==> config.mk <==
export PLATFORM = sky130hd
export DESIGN_NAME = win_event_counter
export DESIGN_NICKNAME = d
export VERILOG_FILES = /design/src/rtl/win_event_pkg.sv /design/src/rtl/wec_ctrl.sv /design/src/rtl/wec_datapath.sv /design/src/rtl/win_event_counter.sv
export SDC_FILE = /design/constraint.sdc
export NUM_CORES = 1
export LEC_CHECK = 0
export BUFFER_PORTS_ARGS = -buffer_cell sky130_fd_sc_hd__buf_2
export CAP_MARGIN = 20
export CORE_ASPECT_RATIO = 2
export CORE_MARGIN = 2
export CORE_UTILIZATION = 50
export DETAILED_ROUTE_END_ITERATION = 12
export GPL_TIMING_DRIVEN = 0
export PLACE_DENSITY = 0.78
export SLEW_MARGIN = 20
export SYNTH_ARGS = -nofsm -noshare
export SYNTH_HDL_FRONTEND = slang
export SYNTH_HIERARCHICAL = 1
export SYNTH_SLANG_ARGS = --single-unit
==> constraint.sdc <==
create_clock -name clk -period 2.52 [get_ports clk]
set_clock_uncertainty 0.2 [all_clocks]
set_input_delay 0.126 -clock clk [delete_from_list [all_inputs] [get_ports clk]]
set_output_delay 0.126 -clock clk [all_outputs]
set_load 0.01 [all_outputs]
==> src/rtl/win_event_pkg.sv <==
package win_event_pkg;

  localparam int unsigned REG_ADDR_W = 3;

  localparam logic [REG_ADDR_W-1:0] ADDR_CMP_START = 3'd0;
  localparam logic [REG_ADDR_W-1:0] ADDR_CMP_END   = 3'd1;
  localparam logic [REG_ADDR_W-1:0] ADDR_LIVE_CNT  = 3'd2;
  localparam logic [REG_ADDR_W-1:0] ADDR_HOLD      = 3'd3;
  localparam logic [REG_ADDR_W-1:0] ADDR_CONTROL   = 3'd4;
  localparam logic [REG_ADDR_W-1:0] ADDR_STATUS    = 3'd5;

  localparam int unsigned CTRL_SINGLE_BIT = 0;
  localparam int unsigned CTRL_EDGE_LSB   = 1;
  localparam int unsigned CTRL_WR_W       = 3;
  localparam int unsigned STATUS_FLAG_BIT = 0;

  typedef enum logic [1:0] {
    EDGE_NONE    = 2'b00,
    EDGE_RISING  = 2'b01,
    EDGE_FALLING = 2'b10,
    EDGE_BOTH    = 2'b11
  } edge_sel_e;

  typedef struct packed {
    logic restart;
    logic firstEvt;
    logic countEn;
    logic capture;
  } win_strobe_t;

endpackage

==> src/rtl/wec_ctrl.sv <==
module wec_ctrl
  import win_event_pkg::*;
(
  input  logic                  clk,
  input  logic                  rst_n,
  input  logic                  regWrEn,
  input  logic [REG_ADDR_W-1:0] regAddr,
  input  logic [CTRL_WR_W-1:0]  ctrlWrData,
  input  logic                  matchStart,
  input  logic                  matchEnd,
  input  logic                  evtDet,
  output win_strobe_t           strb,
  output logic                  singleShot,
  output logic [1:0]            edgeSel,
  output logic                  flag,
  output logic                  winOpen,
  output logic                  armed
);

  logic startHit;
  logic wrStart;
  logic wrControl;
  logic flagClr;

  assign wrStart   = regWrEn && (regAddr == ADDR_CMP_START);
  assign wrControl = regWrEn && (regAddr == ADDR_CONTROL);
  assign flagClr   = regWrEn && (regAddr == ADDR_STATUS) && ctrlWrData[STATUS_FLAG_BIT];

  assign startHit = matchStart && armed;

  always_comb begin
    strb          = '0;
    strb.restart  = startHit;
    strb.firstEvt = startHit && evtDet;
    strb.capture  = !startHit && winOpen && matchEnd;
    strb.countEn  = !startHit && winOpen && !matchEnd && evtDet;
  end

  // control word; force bits are not stored
  always_ff @(posedge clk) begin
    if (!rst_n) begin
      singleShot <= 1'b0;
      edgeSel    <= EDGE_NONE;
    end else if (wrControl) begin
      singleShot <= ctrlWrData[CTRL_SINGLE_BIT];
      edgeSel    <= ctrlWrData[CTRL_EDGE_LSB +: 2];
    end
  end

  always_ff @(posedge clk) begin
    if (!rst_n) begin
      winOpen <= 1'b0;
    end else if (strb.restart) begin
      winOpen <= 1'b1;
    end else if (strb.capture) begin
      winOpen <= 1'b0;
    end
  end

  always_ff @(posedge clk) begin
    if (!rst_n) begin
      armed <= 1'b1;
    end else if (wrStart) begin
      armed <= 1'b1;
    end else if (startHit && singleShot) begin
      armed <= 1'b0;
    end
  end

  always_ff @(posedge clk) begin
    if (!rst_n) begin
      flag <= 1'b0;
    end else if (strb.capture) begin
      flag <= 1'b1;
    end else if (flagClr) begin
      flag <= 1'b0;
    end
  end

endmodule

==> src/rtl/wec_datapath.sv <==
module wec_datapath
  import win_event_pkg::*;
#(
  parameter int unsigned DATA_W      = 24,
  parameter int unsigned SYNC_STAGES = 2
) (
  input  logic                  clk,
  input  logic                  rst_n,
  input  logic                  regWrEn,
  input  logic [REG_ADDR_W-1:0] regAddr,
  input  logic [DATA_W-1:0]     regWrData,
  input  logic [DATA_W-1:0]     timeBase,
  input  logic                  eventIn,
  input  win_strobe_t           strb,
  input  logic                  singleShot,
  input  logic [1:0]            edgeSel,
  input  logic                  flag,
  output logic                  matchStart,
  output logic                  matchEnd,
  output logic                  evtDet,
  output logic [DATA_W-1:0]     cntVal,
  output logic [DATA_W-1:0]     holdVal,
  output logic [DATA_W-1:0]     rdData
);

  localparam logic [DATA_W-1:0] CNT_MAX = '1;
  localparam logic [DATA_W-1:0] CNT_ONE = DATA_W'(1);

  logic [DATA_W-1:0]      cmpStart;
  logic [DATA_W-1:0]      cmpEnd;
  logic [SYNC_STAGES-1:0] syncQ;
  logic                   syncLvl;
  logic                   prevLvl;
  logic                   riseDet;
  logic                   fallDet;

  // compare registers
  always_ff @(posedge clk) begin
    if (!rst_n) begin
      cmpStart <= '0;
      cmpEnd   <= '0;
    end else if (regWrEn) begin
      if (regAddr == ADDR_CMP_START) cmpStart <= regWrData;
      if (regAddr == ADDR_CMP_END)   cmpEnd   <= regWrData;
    end
  end

  assign matchStart = (timeBase == cmpStart);
  assign matchEnd   = (timeBase == cmpEnd);

  // event synchronizer
  for (genvar i = 0; i < SYNC_STAGES; i++) begin : g_sync
    if (i == 0) begin : g_first
      always_ff @(posedge clk) begin
        if (!rst_n) syncQ[0] <= 1'b0;
        else        syncQ[0] <= eventIn;
      end
    end else begin : g_next
      always_ff @(posedge clk) begin
        if (!rst_n) syncQ[i] <= 1'b0;
        else        syncQ[i] <= syncQ[i-1];
      end
    end
  end

  assign syncLvl = syncQ[SYNC_STAGES-1];

  always_ff @(posedge clk) begin
    if (!rst_n) prevLvl <= 1'b0;
    else        prevLvl <= syncLvl;
  end

  assign riseDet = syncLvl && !prevLvl;
  assign fallDet = !syncLvl && prevLvl;
  assign evtDet  = (edgeSel[0] && riseDet) || (edgeSel[1] && fallDet);

  // live counter, saturating
  always_ff @(posedge clk) begin
    if (!rst_n) begin
      cntVal <= '0;
    end else if (strb.restart) begin
      cntVal <= strb.firstEvt ? CNT_ONE : '0;
    end else if (strb.countEn && (cntVal != CNT_MAX)) begin
      cntVal <= cntVal + CNT_ONE;
    end
  end

  // holding register
  always_ff @(posedge clk) begin
    if (!rst_n)            holdVal <= '0;
    else if (strb.capture) holdVal <= cntVal;
  end

  always_comb begin
    case (regAddr)
      ADDR_CMP_START: rdData = cmpStart;
      ADDR_CMP_END:   rdData = cmpEnd;
      ADDR_LIVE_CNT:  rdData = cntVal;
      ADDR_HOLD:      rdData = holdVal;
      ADDR_CONTROL:   rdData = DATA_W'({edgeSel, singleShot});
      ADDR_STATUS:    rdData = DATA_W'(flag);
      default:        rdData = '0;
    endcase
  end

endmodule

==> src/rtl/win_event_counter.sv <==
module win_event_counter
  import win_event_pkg::*;
#(
  parameter int unsigned DATA_W      = 24,
  parameter int unsigned SYNC_STAGES = 2
) (
  input  logic                  clk,
  input  logic                  rst_n,
  input  logic                  regWrEn,
  input  logic [REG_ADDR_W-1:0] regAddr,
  input  logic [DATA_W-1:0]     regWrData,
  output logic [DATA_W-1:0]     regRdData,
  input  logic [DATA_W-1:0]     timeBase,
  input  logic                  eventIn,
  output logic                  flagOut
);

  win_strobe_t       strb;
  logic              matchStart;
  logic              matchEnd;
  logic              evtDet;
  logic              singleShot;
  logic [1:0]        edgeSel;
  logic              flag;
  logic              winOpen;
  logic              armed;
  logic [DATA_W-1:0] cntVal;
  logic [DATA_W-1:0] holdVal;

  wec_ctrl u_ctrl (
    .clk        (clk),
    .rst_n      (rst_n),
    .regWrEn    (regWrEn),
    .regAddr    (regAddr),
    .ctrlWrData (regWrData[CTRL_WR_W-1:0]),
    .matchStart (matchStart),
    .matchEnd   (matchEnd),
    .evtDet     (evtDet),
    .strb       (strb),
    .singleShot (singleShot),
    .edgeSel    (edgeSel),
    .flag       (flag),
    .winOpen    (winOpen),
    .armed      (armed)
  );

  wec_datapath #(
    .DATA_W      (DATA_W),
    .SYNC_STAGES (SYNC_STAGES)
  ) u_dp (
    .clk        (clk),
    .rst_n      (rst_n),
    .regWrEn    (regWrEn),
    .regAddr    (regAddr),
    .regWrData  (regWrData),
    .timeBase   (timeBase),
    .eventIn    (eventIn),
    .strb       (strb),
    .singleShot (singleShot),
    .edgeSel    (edgeSel),
    .flag       (flag),
    .matchStart (matchStart),
    .matchEnd   (matchEnd),
    .evtDet     (evtDet),
    .cntVal     (cntVal),
    .holdVal    (holdVal),
    .rdData     (regRdData)
  );

  assign flagOut = flag;

endmodule

* Word level (Yosys, flattened, before mapping)
Index checks and enable logic that the tools add are counted.
** Word-level totals
- Bits in registers :: 105
- Bits in latches :: 0
- Bits in writable memories :: 0
- Bits in read-only memories :: 0
- Logic and storage cells :: 58
- Memories kept :: 0
** Cells by class
- Add/sub/neg operators :: 1
- Multiply operators :: 0
- Div/mod/pow operators :: 0
- Order comparisons :: 0
- Equality and inequality tests :: 8
- Shifts and indexed selects :: 0
- Mux-type cells :: 8
- Bitwise gates (word level) :: 1
- Reductions and logical operators :: 28
** Operators by type and width (count)
- 24-bit case mux with 6 select lines :: 1
- 24-bit == test :: 2
- 24-bit two-way mux :: 2
- 24-bit by 1-bit adder with 24-bit output (second input constant) :: 1
- 24-bit inequality test (second input constant) :: 1
- 1-bit logical AND :: 16
- 3-bit by 2-bit == test with 1-bit output (second input constant) :: 2
- 3-bit == test (second input constant) :: 2
- 2-bit nonzero test :: 3
- 1-bit two-way mux :: 5
- 1-bit logical NOT :: 4
- 2-bit AND reduction :: 2
- 3-bit by 1-bit == test with 1-bit output (second input constant) :: 1
- 3-bit logical NOT :: 1
- 2-bit OR reduction :: 1
- 1-bit logical OR :: 1
- 1-bit inverter :: 1

* Logic depth before layout (Yosys ltp)
Gate-level depths: netlist of the first run.
- Word-level depth :: 9
- Depth in mapped cells :: 13

* Cells and area by module
The synthesis of the first run kept the hierarchy.
** Modules (own cells, without submodules)
- wec_datapath :: instances 1, cells an instance 593, area each 5191.2 um^2, seq. area each 1981.9 um^2
- wec_ctrl :: instances 1, cells an instance 33, area each 275.3 um^2, seq. area each 120.1 um^2

* Worst setup path before layout of the first run
No wires, ideal clock.
- Path kind :: reg2reg
- Start :: register u_dp.cmpStart[23]
- End :: register u_dp.cntVal[10]
- Library setup time :: 126 ps
- Arrival time :: 2258 ps
- Required time :: 2194 ps
- Setup slack :: -64 ps
- Stages on the path, launching flop included :: 13
- Period minus slack after synthesis :: 2584 ps
- Cells stage by stage :: dfxtp_1 > xor2_1 > nor4_1 > nand4_1 > nor3_1 > nand2_1 > inv_1 > buf_4 > inv_1 > nand2_1 > dlygate4sd1_1 > dlygate4sd1_1 > nor2_1
** Between the ends
- Longest elaborated chain between the ends :: 8
- Elaborated cells between the ends (all ways) :: 9
- Classes of those cells :: eq/ne: 1; mux: 1; reduce/logical: 7
** Ends and longest elaborated chain
- start: declaration :: line wec_datapath.sv:29 : logic [DATA_W-1:0] cmpStart;
- start signal: assignment :: line wec_datapath.sv:43 : if (regAddr == ADDR_CMP_START) cmpStart <= regWrData;
- 24-bit == test (*) :: line wec_datapath.sv:48 : assign matchStart = (timeBase == cmpStart);
- via matchStart :: line win_event_counter.sv:19 : logic matchStart;
- 1-bit logical AND (*) :: line wec_ctrl.sv:29 : assign startHit = matchStart && armed;
- via u_ctrl.startHit :: line wec_ctrl.sv:20 : logic startHit;
- 1-bit logical NOT :: line wec_ctrl.sv:36 : strb.countEn = !startHit && winOpen && !matchEnd && evtDet;
- 1-bit logical AND (3 in a row) :: line wec_ctrl.sv:36
- 1-bit logical AND :: line wec_datapath.sv:83 : end else if (strb.countEn && (cntVal != CNT_MAX)) begin
- 2-bit nonzero test (no source line)
- end signal: assignment :: line wec_datapath.sv:82 : cntVal <= strb.firstEvt ? CNT_ONE : '0;
- end signal: assignment :: line wec_datapath.sv:84 : cntVal <= cntVal + CNT_ONE;
- end: declaration :: line wec_datapath.sv:21 : output logic [DATA_W-1:0] cntVal,
The timed path passes the listed nets; every way through them passes the cells marked *.
A chain may end at the register's enable or synchronous reset.

==> impl_results.rst, run 1 <==
.. list-table::
   :header-rows: 1

   * - Metric
     - Value
   * - Synthesis-stage register bit count
     - 105
   * - Fin nets
     - 813
   * - Global-route total usage across every layer
     - 0.294
   * - Master of the slowest instance on the critical path
     - sky130_fd_sc_hd__dfxtp_4
   * - Detailed Route Iter0 Violations
     - 472
   * - Final number of max-transition violations
     - 0
   * - Pwr Total
     - 3.34 mW
   * - Cell count after placement
     - 845
   * - Final instance count without filler cells
     - 901
   * - Latest clock arrival within the worst-skew pair
     - 0.35 ns
   * - Die X
     - 77.9 µm
   * - Fin worst setup slack
     - -0.0453 ns
   * - Most frequent cell on the critical path
     - sky130_fd_sc_hd__nand4_1
   * - Clock-pin transition on the worst setup and hold timing paths
     - 0.07 ns
   * - PD cells
     - 474 nW/µm²
   * - Boundary pin count
     - 80
   * - Combinational power share
     - 0.100
   * - Post-synthesis sequential area ratio
     - 0.385
   * - Family with the most delay on the worst path
     - simple AND/OR/NAND/NOR gates
   * - Delay of the slowest critical-path stage
     - 0.37 ns
   * - Synth top area cells
     - sky130_fd_sc_hd__dfxtp_1, sky130_fd_sc_hd__nand2_1, sky130_fd_sc_hd__a21boi_0
   * - Clock tree root buffer cell
     - sky130_fd_sc_hd__clkbuf_16
   * - Buffers and inverters on the worst path
     - 2
   * - Total of endpoints with negative setup slack in the final report
     - 4
   * - Reported max-cap violation count
     - 0
   * - Category of the most critical setup path
     - reg2reg
   * - Part of the total power dissipated in the clock network
     - 0.392
   * - Cell area after synthesis
     - 5470 µm²
   * - Data arrival at the endpoint of the critical path
     - 2.65 ns
   * - Cell accounting for the most synthesized area
     - sky130_fd_sc_hd__dfxtp_1
   * - Area share of the largest cell type after synthesis
     - 0.385
   * - Type of destination of the critical path
     - flop
   * - Gate count after technology mapping
     - 626
   * - Tightest Hold Check Type
     - in2reg
   * - Floorplan Core Area
     - 10,800 µm²
   * - CTS Buffer Depth
     - 2
   * - Critical Path Start Type
     - flop
   * - Starting utilization of the core area
     - 0.506
   * - Number of H-tree levels
     - 3
   * - Violated checks
     - DRC, setup timing
   * - Leak pwr
     - 2.57 nW
   * - Initial antenna violation count
     - 0
   * - Total of fill cells in the finished design
     - 874
   * - Number of cells on the worst hold path
     - 4
   * - Final core utilization
     - 0.651
   * - Vertical die dimension
     - 152 µm
   * - Global route hottest layer
     - met2
   * - Per-cell routed wire length
     - 19.5 µm
   * - Number of vias per cell
     - 6.01
   * - Cell internal pwr
     - 2.49 mW
   * - Antenna-violating nets left
     - 0
   * - Met1 layer usage reported by global route
     - 0.299
   * - Total wire length
     - 17.5 mm
   * - Site row count
     - 54
   * - RSZ-0062 raised after global routing
     - true
   * - Final weighted congestion in routability-driven placement
     - 0.972
   * - Ratio of final minimum period to clock period
     - 1.02
   * - Met2 global-route usage
     - 0.530
   * - Met3 usage
     - 0.0433
   * - Number of iterations in the first detailed-routing pass
     - 9
   * - Status
     - complete, but fails checks
   * - Area growth, synth to finish
     - 28.8%
   * - Tightest slew margin relative to the limit
     - 0.558
   * - Worst r2r path cells
     - 13
   * - Sequential Power Share
     - 0.508
   * - CTS tree
     - yes
   * - Largest net degree at the start of global routing
     - 18
   * - Placed wire-length estimate after detailed placement
     - 12.8 mm
   * - DRC violation count after routing
     - 1
   * - Number of buffers inserted by port buffering
     - 79
   * - Worst Tran Pin Value
     - 0.663 ns
   * - Die Outline Area
     - 11,800 µm²
   * - Max frequency
     - 0.390 GHz
   * - Overflow left after global routing
     - 0
   * - Worst Path Required
     - 2.60 ns
   * - Diode insertion count for antenna repair
     - 0
   * - Syn Nets
     - 682
   * - Post-synth cell types
     - 56
   * - Peak fanout along the critical path
     - 5
   * - Number of logic stages on the critical path including buffering
     - 13
   * - Net switching component of the power
     - 0.847 mW
   * - Clock Sinks
     - 105
   * - Time the worst path needs with I/O delays and setup
     - 2.57 ns
   * - Wire length of the first global-routing pass
     - 27.1 mm
   * - Smallest hold slack
     - 0.0302 ns
   * - Number of vias after detailed routing
     - 5,418
   * - Cell-by-cell trace of the critical path
     - xor2_4, nor4_2, nand4_1, nor3_4, nand2_2, inv_2, nor3b_4, clkbuf_8, nand4_1, nor3_1, o211ai_1, xor2_1, nor2_1
   * - Ratio of cells with drive above 1 in the final layout
     - 0.279
   * - Number of buffers added by the clock tree synthesis step
     - 9
   * - Via count of the first global-routing pass
     - 5,456
   * - Count of warnings emitted by yosys
     - 6
   * - Final count of hold timing violations
     - 0
   * - Post-Synthesis Mean Instance Area
     - 8.73 µm²
   * - Proportion of total power due to net switching
     - 0.254
   * - Max rail drop VDD
     - 403 µV
## final cells by class
cell class	instances	area, µm²	share of cell area
flip-flops and latches	105	2140	0.304
well taps	140	175	0.0249
multi-input cells	472	3410	0.484
plain buffers	43	244	0.0347
clock inverters	6	45.0	0.00640
inverters	6	22.5	0.00320
clock buffers	9	225	0.0320
repair buffers	120	782	0.111
## worst min-delay path, cell delays in order
cell                      delay [ns]
sky130_fd_sc_hd__buf_2          0.12
sky130_fd_sc_hd__nand2_1        0.06
sky130_fd_sc_hd__o21a_1         0.13
sky130_fd_sc_hd__o21a_1         0.11
## synth_stat cells (all sizes together)
cell           n
and3           7
o21ai         17
nand4         15
clkbuf        31
nor2b         26
nand2b         2
a21oi         12
a221o         21
and4           2
nor2          18
o211ai         8
nor3b          2
a21boi        49
mux4           1
nand3b         2
and4bb         1
buf           11
or2            1
mux2i         29
or4            5
nand2        118
dfxtp        105
or3            6
nand3         14
o2111ai        1
o22ai          1
and2           7
a22o          21
nor3           9
dlygate4sd1    2
o41ai          1
nor4b          1
ha             1
nor4          10
xnor2         17
o21a           3
o221a          1
nand4b         1
xor2          40
o31ai          1
inv            6
## what timing repair did
action | in CTS | in global routing
endpoints found under the hold margin | 53 | 0
setup endpoints to repair | 48 | 48
pin swaps | 18 | 16
gates resized for setup | 55 | 44
setup buffers | 5 | 8
cloned | 2 | 1
hold buffers | 27 | 0
## worst paths after layout
| path | startpoint | endpoint | slack, ns |
|---|---|---|---|
| setup reg to reg | u_dp/cmpStart[8]$_SDFFE_PN0P_ | u_dp/cntVal[23]$_SDFFE_PN0P_ | -0.05 |
| hold reg to reg | u_dp/syncQ[0]$_SDFF_PN0_ | u_dp/syncLvl$_SDFF_PN0_ | 0.24 |
| setup / recovery | u_dp/cmpStart[8]$_SDFFE_PN0P_ | u_dp/cntVal[23]$_SDFFE_PN0P_ | -0.05 |
| hold / removal | regAddr[0] | u_ctrl/flag$_SDFFE_PN0P_ | 0.03 |
## placed cells by master (no fill, tap or decap), drive strengths merged, types with 26 or more instances in the layout
cell type	n
buf	106
dfxtp	105
nor2b	26
xor2	40
clkbuf	39
mux2i	29
dlygate4sd3	27
a21boi	49
nand2	118
## power by group through the flow
stage / Clock, mW / Combinational [mW] / Sequential (mW)
2_1_floorplan: 0 / 0.140 / 1.73
3_3_place_gp: 0 / 0.264 / 1.73
3_5_place_dp: 0 / 0.269 / 1.73
4_1_cts: 1.33 / 0.315 / 1.70
5_1_grt: 1.40 / 0.354 / 1.70
6_report: 1.31 / 0.335 / 1.70
## sequential cells by signal, summed over array words and instances (netlist names), 2 cells and up
name            flops
u_ctrl/edgeSel      2
u_dp/holdVal       24
u_dp/cntVal        24
u_dp/cmpEnd        24
u_dp/cmpStart      24
## metrics by stage
| step | instance area [µm²] | setup WS, ns | TNS (ns) |
|---|---|---|---|
| 2_1_floorplan | 5470 | 0.0159 | 0 |
| 3_3_place_gp | 6040 | -0.771 | -26.67 |
| 3_5_place_dp | 6040 | -0.806 | -28.01 |
| 4_1_cts | 6830 | -0.0276 | -0.0692 |
| 5_1_grt | 7040 | -0.123 | -1.06 |
| 6_report | 7040 | -0.0453 | -0.0634 |
## metal layers
layer / vias up / routed length [µm]
li1: 2461 / -
met1: 2575 / 6030
met2: 286 / 9260
met3: 96 / 930
met4: 0 / 1310
met5: - / 0
## cells by family (layout without fill, tap and decap cells)
| kind of cell | count (synthesis) | after routing | share of synthesized area |
|---|---|---|---|
| DFF | 105 | 105 | 0.385 |
| AOI/OAI and AO/OA | 136 | 137 | 0.195 |
| xor gates and xnor gates | 57 | 57 | 0.0913 |
| and+or+nand+nor | 247 | 247 | 0.228 |
| adders and majority gates | 1 | 1 | 0.00229 |
| muxes | 30 | 30 | 0.0572 |
| buffers and inverters | 50 | 184 | 0.0421 |
Power figures use the tool's default switching activity.
==> inputs of run 2 (changes only) <==
--- a/config.mk
+++ b/config.mk
@@ -13,6 +13,7 @@
 export DETAILED_ROUTE_END_ITERATION = 12
 export GPL_TIMING_DRIVEN = 0
 export PLACE_DENSITY = 0.78
+export RECOVER_POWER = 100
 export SLEW_MARGIN = 20
 export SYNTH_ARGS = -nofsm -noshare
 export SYNTH_HDL_FRONTEND = slang
==> constraint.sdc (replaced) <==
create_clock -name clk -period 2.52 [get_ports clk]
set_clock_uncertainty 0.2 [all_clocks]
set_input_delay 0.126 -clock clk [delete_from_list [all_inputs] [get_ports clk]]
set_output_delay 0.126 -clock clk [all_outputs]
set_load 0.02 [all_outputs]
==> impl_results.rst, run 2 (synthesized netlist as in run 1, its figures left out) <==
.. list-table::
   :header-rows: 1

   * - Metric
     - Value
   * - Smallest hold slack
     - 0.0187 ns (was 0.0302 ns)
   * - Total of fill cells in the finished design
     - 883 (was 874)
   * - Data arrival at the endpoint of the critical path
     - 2.65 ns (about the same)
   * - Number of buffers added by the clock tree synthesis step
     - 9 (unchanged)
   * - Vertical die dimension
     - 152 µm (unchanged)
   * - Global-route total usage across every layer
     - 0.294 (unchanged)
   * - Number of H-tree levels
     - 3 (unchanged)
   * - Post-Place Cell Area
     - 6040 µm² (unchanged)
   * - RSZ-0062 raised after global routing
     - true (unchanged)
   * - Reported max-cap violation count
     - 0 (unchanged)
   * - Final number of max-transition violations
     - 0 (unchanged)
   * - Final instance count without filler cells
     - 901 (unchanged)
   * - Floorplan Core Area
     - 10,800 µm² (unchanged)
   * - Worst r2r path cells
     - 13 (unchanged)
   * - Area growth, synth to finish
     - 28.5% (was 28.8%)
   * - Delay of the slowest critical-path stage
     - 0.37 ns (about the same)
   * - Total of endpoints with negative setup slack in the final report
     - 3 (was 4)
   * - Family with the most delay on the worst path
     - simple AND/OR/NAND/NOR gates (unchanged)
   * - Diode insertion count for antenna repair
     - 0 (unchanged)
   * - DRC violation count after routing
     - 0 (was 1)
   * - Clock tree root buffer cell
     - sky130_fd_sc_hd__clkbuf_16 (unchanged)
   * - Timing endpoint of the critical path
     - u_dp/cntVal[23]$_SDFFE_PN0P_ (unchanged)
   * - Starting utilization of the core area
     - 0.506 (unchanged)
   * - Critical Path Start Type
     - flop (unchanged)
   * - Clock-pin transition on the worst setup and hold timing paths
     - 0.07 ns (about the same)
   * - Launch instance of the worst register-to-register path
     - u_dp/cmpStart[8]$_SDFFE_PN0P_ (unchanged)
   * - Placed wire-length estimate after detailed placement
     - 12.8 mm (unchanged)
   * - Number of buffers inserted by port buffering
     - 79 (unchanged)
   * - Violated checks
     - setup timing (was DRC, setup timing)
   * - Master of the slowest instance on the critical path
     - sky130_fd_sc_hd__dfxtp_4 (unchanged)
   * - Worst Path Required
     - 2.60 ns (about the same)
   * - Worst Tran Pin Value
     - 0.649 ns (was 0.663 ns)
   * - Type of destination of the critical path
     - flop (unchanged)
   * - Critical register-to-register path endpoint
     - u_dp/cntVal[23]$_SDFFE_PN0P_ (unchanged)
   * - Max rail drop VDD
     - 401 µV (was 403 µV)
   * - Initial antenna violation count
     - 0 (unchanged)
   * - Time the worst path needs with I/O delays and setup
     - 2.57 ns (about the same)
   * - Final non-filler cell area
     - 7020 µm² (was 7040 µm²)
   * - Launch point of the worst path
     - u_dp/cmpStart[8]$_SDFFE_PN0P_ (unchanged)
   * - Die Outline Area
     - 11,800 µm² (unchanged)
   * - Antenna-violating nets left
     - 0 (unchanged)
   * - Register-to-register path setup slack
     - -0.05 ns (about the same)
   * - Cell count after placement
     - 845 (unchanged)
   * - Die X
     - 77.9 µm (unchanged)
   * - Fin nets
     - 813 (unchanged)
   * - Number of logic stages on the critical path including buffering
     - 13 (unchanged)
   * - Max frequency
     - 0.390 GHz (about the same)
   * - Tightest slew margin relative to the limit
     - 0.567 (was 0.558)
   * - Boundary pin count
     - 80 (unchanged)
   * - Via count of the first global-routing pass
     - 5,456 (unchanged)
   * - Number of vias after detailed routing
     - 5,430 (was 5,418)
   * - Buffers and inverters on the worst path
     - 2 (unchanged)
   * - Final weighted congestion in routability-driven placement
     - 0.972 (unchanged)
   * - Number of vias per cell
     - 6.03 (was 6.01)
   * - Cell-by-cell trace of the critical path
     - xor2_4, nor4_2, nand4_1, nor3_4, nand2_2, inv_2, nor3b_4, clkbuf_8, nand4_1, nor3_1, o211ai_1, xor2_1, nor2_1 (unchanged)
   * - Leak pwr
     - 2.52 nW (was 2.57 nW)
   * - Overflow left after global routing
     - 0 (unchanged)
   * - Category of the most critical setup path
     - reg2reg (unchanged)
   * - Most frequent cells in the layout
     - sky130_fd_sc_hd__nand2_1, sky130_fd_sc_hd__dfxtp_1, sky130_fd_sc_hd__buf_2 (was sky130_fd_sc_hd__nand2_1, sky130_fd_sc_hd__buf_2, sky130_fd_sc_hd__dfxtp_1)
   * - Ratio of cells with drive above 1 in the final layout
     - 0.263 (was 0.279)
   * - Ratio of final minimum period to clock period
     - 1.02 (about the same)
   * - Most frequent cell on the critical path
     - sky130_fd_sc_hd__nand4_1 (unchanged)
   * - Tightest Hold Check Type
     - in2reg (unchanged)
   * - Final core utilization
     - 0.650 (was 0.651)
   * - Largest net degree at the start of global routing
     - 18 (unchanged)
   * - CTS Buffer Depth
     - 2 (unchanged)
   * - Site row count
     - 54 (unchanged)
   * - Detailed Route Iter0 Violations
     - 524 (was 472)
   * - Most common cell after layout, fill and taps aside
     - sky130_fd_sc_hd__nand2_1 (unchanged)
   * - Wire length of the first global-routing pass
     - 27.1 mm (unchanged)
   * - Clock Sinks
     - 105 (unchanged)
   * - Fin worst setup slack
     - -0.0455 ns (was -0.0453 ns)
   * - Status
     - complete, but fails checks (unchanged)
   * - Latest clock arrival within the worst-skew pair
     - 0.35 ns (about the same)
   * - CTS tree
     - yes (unchanged)
   * - Peak fanout along the critical path
     - 5 (unchanged)
   * - Total wire length
     - 17.5 mm (about the same)
   * - Pwr Total
     - 3.34 mW (about the same)
   * - Per-cell routed wire length
     - 19.5 µm (about the same)
   * - PD cells
     - 476 nW/µm² (was 474 nW/µm²)
   * - Number of iterations in the first detailed-routing pass
     - 6 (was 9)
   * - Final count of hold timing violations
     - 0 (unchanged)
[run 2: cell types whose count changed in the layout (fill, tap and decap cells not counted)]
cell / delta
sky130_fd_sc_hd__clkbuf_1: +12
sky130_fd_sc_hd__and2_0: +2
sky130_fd_sc_hd__buf_2: -12
sky130_fd_sc_hd__and2_1: -2
[run 2: layer usage]
layer	routed length, µm	GRT usage	up-vias
met4	1320	0.213	0
li1	-	-	2467
met5	0	0	-
met1	6020	0.299	2603
met3	870	0.0433	94
met2	9310	0.530	266
[run 2: repair_timing]
item,4_1_cts,5_1_grt
pin swaps,18,16
endpoints found under the hold margin,53,0
cloned,2,1
hold buffers,27,0
endpoints found under the setup margin,48,52
buffers inserted,5,8
gates resized for setup,55,44
[run 2: area by class of cell]
class,instances,area [µm²],area share
Sequential cell,105,2140,0.304
Tap cell,140,175,0.0249
Inverter,6,22.5,0.00321
Timing Repair Buffer,120,771,0.110
Buffer,43,240,0.0342
Clock inverter,6,45.0,0.00641
Multi-Input combinational cell,472,3410,0.485
Clock buffer,9,225,0.0321
[run 2: report_power, final]
| part | switching (mW) | leakage [nW] | internal (mW) | total (mW) |
|---|---|---|---|---|
| clock | 0.643 | 0.124 | 0.668 | 1.31 |
| sequential | 0.0195 | 0.860 | 1.68 | 1.70 |
| combinational | 0.188 | 1.54 | 0.147 | 0.335 |
| total | 0.850 | 2.52 | 2.49 | 3.34 |
[run 2: worst register-to-register path, delay by kind of cell, from the launching register on]
family / cells / cell delay, ns
AND/OR/NAND/NOR: 8 / 1.10
AO/OA/AOI/OAI: 1 / 0.18
flip-flops: 1 / 0.37
buffers and inverters: 2 / 0.26
XOR/XNOR: 2 / 0.40
[run 2: worst min-delay path by stage]
stage	cells past startpoint	from	slack, ns	endpoint
floorplan	1	eventIn	0.05	u_dp/syncQ[0]$_SDFF_PN0_
global placement	2	eventIn	0.14	u_dp/syncQ[0]$_SDFF_PN0_
detailed placement	2	eventIn	0.14	u_dp/syncQ[0]$_SDFF_PN0_
CTS	4	regAddr[0]	0.007	u_ctrl/flag$_SDFFE_PN0P_
global route	4	regAddr[0]	0.04	u_ctrl/flag$_SDFFE_PN0P_
finish	4	regAddr[0]	0.02	u_ctrl/flag$_SDFFE_PN0P_
[run 2: metrics by stage]
stage / worst slack (ns) / TNS, ns
after floorplan: 0.0159 / 0
after global placement: -0.771 / -26.67
after detailed placement: -0.806 / -28.01
after CTS: -0.0276 / -0.0692
after global routing: -0.123 / -1.70
final: -0.0455 / -0.0827
